**src/rtl/uart_rx_wake.sv**
```systemverilog
module uart_rx_wake #(
  parameter int OVS = 16
) (
  input  logic       clk,
  input  logic       rst_n,
  input  logic       tick16,
  input  logic       rxd,
  input  logic       wake_sel,
  input  logic       len9,
  input  logic       par_en,
  input  logic       par_odd,
  input  logic       sleep_wr,
  input  logic       sleep_wdata,
  input  logic       stat_rd,
  input  logic       data_rd,
  output logic       sleep,
  output logic [8:0] rx_data,
  output logic       rdy,
  output logic       idle,
  output logic       ovr,
  output logic       noise,
  output logic       ferr,
  output logic       perr
);
  localparam int CW  = $clog2(OVS);
  localparam int IW  = $clog2(11 * OVS + 1);
  localparam logic [CW-1:0] P_A   = CW'(OVS / 2 - 1);
  localparam logic [CW-1:0] P_B   = CW'(OVS / 2);
  localparam logic [CW-1:0] P_C   = CW'(OVS / 2 + 1);
  localparam logic [CW-1:0] P_END = CW'(OVS - 1);

  typedef enum logic [1:0] {S_WAIT, S_START, S_DATA, S_STOP} st_t;

  st_t           st;
  logic [CW-1:0] ph;
  logic [3:0]    bidx;
  logic [8:0]    sh;
  logic          s_a, s_b, nz;
  logic          armed, rd_arm;
  logic [IW-1:0] icnt;

  wire at_dec = tick16 && st != S_WAIT && ph == P_C;
  wire at_end = tick16 && st != S_WAIT && ph == P_END;
  wire vote   = (s_a & s_b) | (s_a & rxd) | (s_b & rxd);
  wire split  = !((s_a == s_b) && (s_b == rxd));
  wire [3:0] nb = len9 ? 4'd9 : 4'd8;
  wire last   = bidx == nb - 4'd1;

  wire [IW-1:0] ith = len9 ? IW'(11 * OVS) : IW'(10 * OVS);

  wire       done     = at_dec && st == S_STOP;
  wire       start_ok = at_dec && st == S_START && !vote;
  wire [8:0] fdat     = len9 ? sh : {1'b0, sh[7:0]};
  wire       msb      = len9 ? sh[8] : sh[7];
  wire       fnoise   = nz | split;
  wire       par_bad  = par_en && ((^fdat) != par_odd);

  wire idle_hit = tick16 && armed && st == S_WAIT && rxd && icnt == ith - IW'(1);
  wire mark     = done && wake_sel && msb;
  wire accept   = done && (!sleep || mark);
  wire hw_wake  = sleep && (mark || (idle_hit && !wake_sel));
  wire clr      = data_rd && rd_arm;
  wire rdy_left = rdy && !clr;

  always_ff @(posedge clk or negedge rst_n) begin
    if (!rst_n) begin
      st   <= S_WAIT;
      ph   <= '0;
      bidx <= '0;
      sh   <= '0;
      s_a  <= 1'b1;
      s_b  <= 1'b1;
      nz   <= 1'b0;
    end else if (tick16) begin
      if (st == S_WAIT) begin
        if (!rxd) begin
          st <= S_START;
          ph <= CW'(1);
          nz <= 1'b0;
        end
      end else begin
        ph <= (ph == P_END) ? '0 : ph + CW'(1);
        if (ph == P_A) s_a <= rxd;
        if (ph == P_B) s_b <= rxd;
        if (ph == P_C) begin
          nz <= nz | split;
          case (st)
            S_START: if (vote) st <= S_WAIT;
            S_DATA:  sh[bidx] <= vote;
            S_STOP:  st <= S_WAIT;
            default: ;
          endcase
        end
        if (ph == P_END) begin
          if (st == S_START) begin
            st   <= S_DATA;
            bidx <= '0;
          end else if (st == S_DATA) begin
            if (last) st <= S_STOP;
            else      bidx <= bidx + 4'd1;
          end
        end
      end
    end
  end

  always_ff @(posedge clk or negedge rst_n) begin
    if (!rst_n) begin
      icnt  <= '0;
      armed <= 1'b0;
    end else if (tick16) begin
      if (st != S_WAIT || !rxd) icnt <= '0;
      else if (armed)           icnt <= icnt + IW'(1);
      if (start_ok)      armed <= 1'b1;
      else if (idle_hit) armed <= 1'b0;
    end
  end

  always_ff @(posedge clk or negedge rst_n) begin
    if (!rst_n) sleep <= 1'b0;
    else if (sleep_wr) sleep <= sleep_wdata;
    else if (hw_wake)  sleep <= 1'b0;
  end

  always_ff @(posedge clk or negedge rst_n) begin
    if (!rst_n) rd_arm <= 1'b0;
    else if (stat_rd) rd_arm <= 1'b1;
    else if (data_rd) rd_arm <= 1'b0;
  end

  always_ff @(posedge clk or negedge rst_n) begin
    if (!rst_n) begin
      rx_data <= '0;
      {rdy, idle, ovr, noise, ferr, perr} <= '0;
    end else begin
      if (clr) {rdy, idle, ovr, noise, ferr, perr} <= '0;
      if (idle_hit && !sleep) idle <= 1'b1;
      if (accept) begin
        if (rdy_left) ovr <= 1'b1;
        else begin
          rx_data <= fdat;
          rdy     <= 1'b1;
          noise   <= fnoise;
          ferr    <= !vote;
          perr    <= par_bad;
        end
      end
    end
  end
endmodule

```
**config.mk**
```make
export PLATFORM = sky130hd
export DESIGN_NAME = uart_rx_wake
export DESIGN_NICKNAME = d
export VERILOG_FILES = /design/src/rtl/uart_rx_wake.sv
export SDC_FILE = /design/constraint.sdc
export NUM_CORES = 1
export LEC_CHECK = 0
export BUFFER_PORTS_ARGS = -buffer_cell sky130_fd_sc_hd__buf_2
export CORE_MARGIN = 2
export CORE_UTILIZATION = 40
export DETAILED_ROUTE_END_ITERATION = 10
export PLACE_DENSITY_LB_ADDON = 0.15
export SLEW_MARGIN = 30
export SYNTH_ARGS = -nofsm -noshare
export SYNTH_HDL_FRONTEND = slang
export SYNTH_SLANG_ARGS = --single-unit
```
**constraint.sdc**
```tcl
create_clock -name clk -period 3.11 [get_ports clk]
set_input_delay 0 -clock clk [delete_from_list [all_inputs] [get_ports clk]]
set_output_delay 0 -clock clk [all_outputs]
set_load 0.05 [all_outputs]
```
==> results.md <==
- The number of inserted diodes is 0.
- Static timing analysis puts the maximum clock frequency at 410 MHz.
- The average wire per standard cell is 14.5 um.
- Setup total negative slack on the finished layout was measured at 0 ps.
- Counting flops and latches in the post-synthesis netlist gives 48.
- The global-route usage over all layers is 15.3%.
- The clock network fraction of total power is 24.5%.
- In the synthesized netlist, the cells that appear most often are dfrtp_1, nand2_1, a21oi_1.
- The number of buffers and inverters on the critical path is 2.
- In this run, placement finished with an instance count of 343.
- The share of Yosys cell area claimed by the top area cell type is 45.0%.
- The final count of negative-setup-slack endpoints is 0.
- The post-synthesis to final-layout area growth is 15.4%.
- The die covers 7060 um^2.
- The nature of the critical path startpoint is a flip-flop.
- Traced cell by cell, the critical path runs through inv_1 > ha_1 > nand2b_1 > nor2_2 > and3_1 > o31ai_1 > dlygate4sd3_1.
- From bottom edge to top edge, the die measures 84 um.
- The switching fraction of total power is 34.9%.
- The max-slew violation total from the final report is 0.
- The global-route wire length before repair is 8.68 mm.
- The cell family with the largest share of critical-path delay is simple AND/OR/NAND/NOR gates.
- For this design the ratio of total power to cell area is 548 nW/um^2.
- The number of global-route vias before repair came to 1744.
- Summing over every cut layer, the via total after detailed routing is 1920.
- On the critical path, the stage with the largest delay is an instance of dlygate4sd3_1.
- The setup clock skew after layout is 3.60 ps.
- Once the clock tree was built, the setup fixing pass inserted 0 buffers.
- The leading register cell type out of synthesis is dfrtp_1.
- Counting I/O delays and the setup requirement, the final critical path takes 2440 ps.
- In this run the standard cell core region covers 6280 um^2.
- Max-cap violations in this run came to 0.
- The setup path with the least slack is of type reg -> reg.
- Summed over all cells, the static leakage comes to 1.42 nW.
- For this run, design rule violations remaining after detail routing come to 0.
- Global routing finished with a remaining overflow of 0.
- TritonCTS built the clock tree.
- Setup repair after global routing left no endpoint under its margin.
- STA classifies the critical path endpoint as a flip-flop.
- The number of rows in the core area is 29.
- Sorting the synthesized cells by area gives the leading types as dfrtp_1, ha_1, mux2_2, nand2_1, a21oi_1.
- The worst reg-to-reg setup slack is 670 ps.
- When the netlist entered floorplanning its net count stood at 267.
- Clock latency on the worst-skew pair, taken at its later pin, is 300 ps.
- The async set or reset register ratio after synthesis is 100%.
- In the final layout, the share of cells above drive strength 1 is 21.4%.
- The TritonCTS sink count is 48.
- The placed wire-length estimate after detailed placement is 3.72 mm.
- The root buffer cell is clkbuf_8.
- The total power after layout is 1.62 mW.
- The critical path arrival is 2680 ps.
- The portion of total power attributed to combinational logic is 26.6%.
- Synthesis handed over a netlist of 241 instances.
- The number of nets with antenna violations after routing is 0.
- In this run the power spent charging and discharging nets is 0.565 mW.
- The worst pin sits at a relative slew slack of 40.6%.
- Cell internal power was estimated by the tool at 1.06 mW.
- The capture point of the worst reg-to-reg path is sleep.
- The number of antenna violations at the first check in global routing is 0.
- The number of detailed-route iterations in the first pass is 4.
- The number of buffers on the longest clock path is 2.
- The vias per cell is 5.36.
- The type of the worst min-delay path is in -> reg.
- The die width is 84 um.
- For this design the top-level I/O count stands at 28.
- The starting utilization of the core area is 40.8%.
- For the pin with the worst max-slew slack, the measured transition is 884 ps.
- For the worst setup path, the data required time is 3350 ps.
- Counting cells, the worst reg-to-reg path comes to 7.
- On the final layout, the worst hold slack is 63.8 ps.
- The detailed router finished its first iteration with 94 violations.
- The instance count along the most critical hold path is 2.
- The total count of hold-check failures in the final report is 0.
- The net count reported at finish is 306.
- In this run the critical register-to-register path is launched from st[0].
- The finished layout holds 358 standard cells, fillers aside.
- The mapped netlist covers 2560 um^2.
- The number of CTS-inserted buffers is 5.
- The layout has 592 filler cells.
- Summing all flip-flop and latch instances after layout gives 1200 um^2.
- The number of synthesized flops with an enable pin is 0.
- The depth of the CTS H-tree is 2.
- The cell with the most instances after synthesis is dfrtp_1.
- After layout, the worst path uses 78.5% of the clock period.
- The worst IR drop on VDD is 0.344 mV.
- In this run the worst path has a maximum fanout of 9.
- The worst hold path terminates at s_b.
- The sequential group share of total power is 48.9%.
- The run finished with clean final reports.
- Summed over all layers, the routed wires come to 5.18 mm.
- The pin count of the biggest net entering global routing is 46.
- Routability-driven placement finished with a final weighted congestion of 0.798.
- The clock transition time at the flip-flop clock pins of the worst setup and hold paths is 90 ps.
- The library cell with the largest summed area after synthesis is dfrtp_1.
- The multi-input combinational cells in the finished layout cover a total of 1270 um^2.
- A synthesized cell averages 10.6 um^2.
- Cells fill 47.1% of the core in the end.
- The count of buffers added on input and output ports is 27.
- The startpoint of the worst hold path is rxd.
- The Yosys step of the flow raised 0 warnings.
- The largest stage delay on the critical path is 580 ps.
- Summing the sequential cell areas from Yosys gives 47.0% of the chip area.
- The unique cell type count in the Yosys netlist is 53.
power groups by stage:
stage | Clock (mW) | Sequential, mW | Combinational (mW)
after floorplan | 0 | 0.783 | 0.314
after global placement | 0 | 0.802 | 0.422
after detailed placement | 0 | 0.802 | 0.427
after CTS | 0.410 | 0.791 | 0.437
after global routing | 0.439 | 0.807 | 0.492
final | 0.397 | 0.792 | 0.431
routing by layer:
layer	global-route usage [%]	wire length [um]
met1	21.5	2520
met2	23.0	2360
met3	4.15	211
met4	5.13	91
met5	0	0
through the flow:
step | area (um^2) | worst slack, ps
after floorplan | 2560 | 1220
after global placement | 2780 | 754
after detailed placement | 2790 | 679
after CTS | 2950 | 654
after global routing | 2950 | 414
final | 2950 | 669
placed cells by master, fill, tap and decap left out, types with 9 or more instances in the layout:
cell type	instances
a31oi_1	9
dfrtp_1	46
nand2_1	24
a21oi_1	16
ha_1	14
mux2_2	13
buf_2	26
nor2_1	11
inv_1	15
o21ai_0	11
cell families after synthesis:
kind of cell | share of synthesized area, %
compound gates | 14.1
xor+xnor | 4.84
fa+ha+maj | 6.84
buf+inv | 3.37
flops | 47.0
mux | 8.16
simple gates | 15.7
what timing repair did:
item,4_1_cts,5_1_grt
gates resized for setup,0,0
hold buffers,7,0
hold endpoints to repair,46,0
flip-flops by register name, summed over array words and instances, names as in the netlist:
signal	cells
s_a	1
bidx	4
perr	1
s_b	1
ferr	1
rdy	1
sh	9
ph	4
ovr	1
rx_data	9
nz	1
icnt	8
idle	1
rd_arm	1
sleep	1
st	2
noise	1
armed	1
worst max path at each step:
| stage | to | cells after the start | start | slack (ps) |
|---|---|---|---|---|
| global placement | rx_data[3] | 6 | st[0] | 750 |
| global route | rx_data[3] | 6 | st[0] | 410 |
| detailed placement | rx_data[6] | 6 | st[0] | 680 |
| finish | sleep | 7 | st[0] | 670 |
| CTS | rx_data[6] | 6 | st[0] | 650 |
| floorplan | rx_data[2] | 8 | st[0] | 1220 |
cell type report:
cell class                 instances  share of cell area, %
multi-input combinational        173                   43.0
sequential                        48                   40.7
timing repair buffer              37                   7.79
tap                               77                   3.26
clock buffer                       6                   2.80
inverter                          15                   1.91
clock inverter                     2                  0.508
Note: power is estimated with default switching activity, not from simulation.
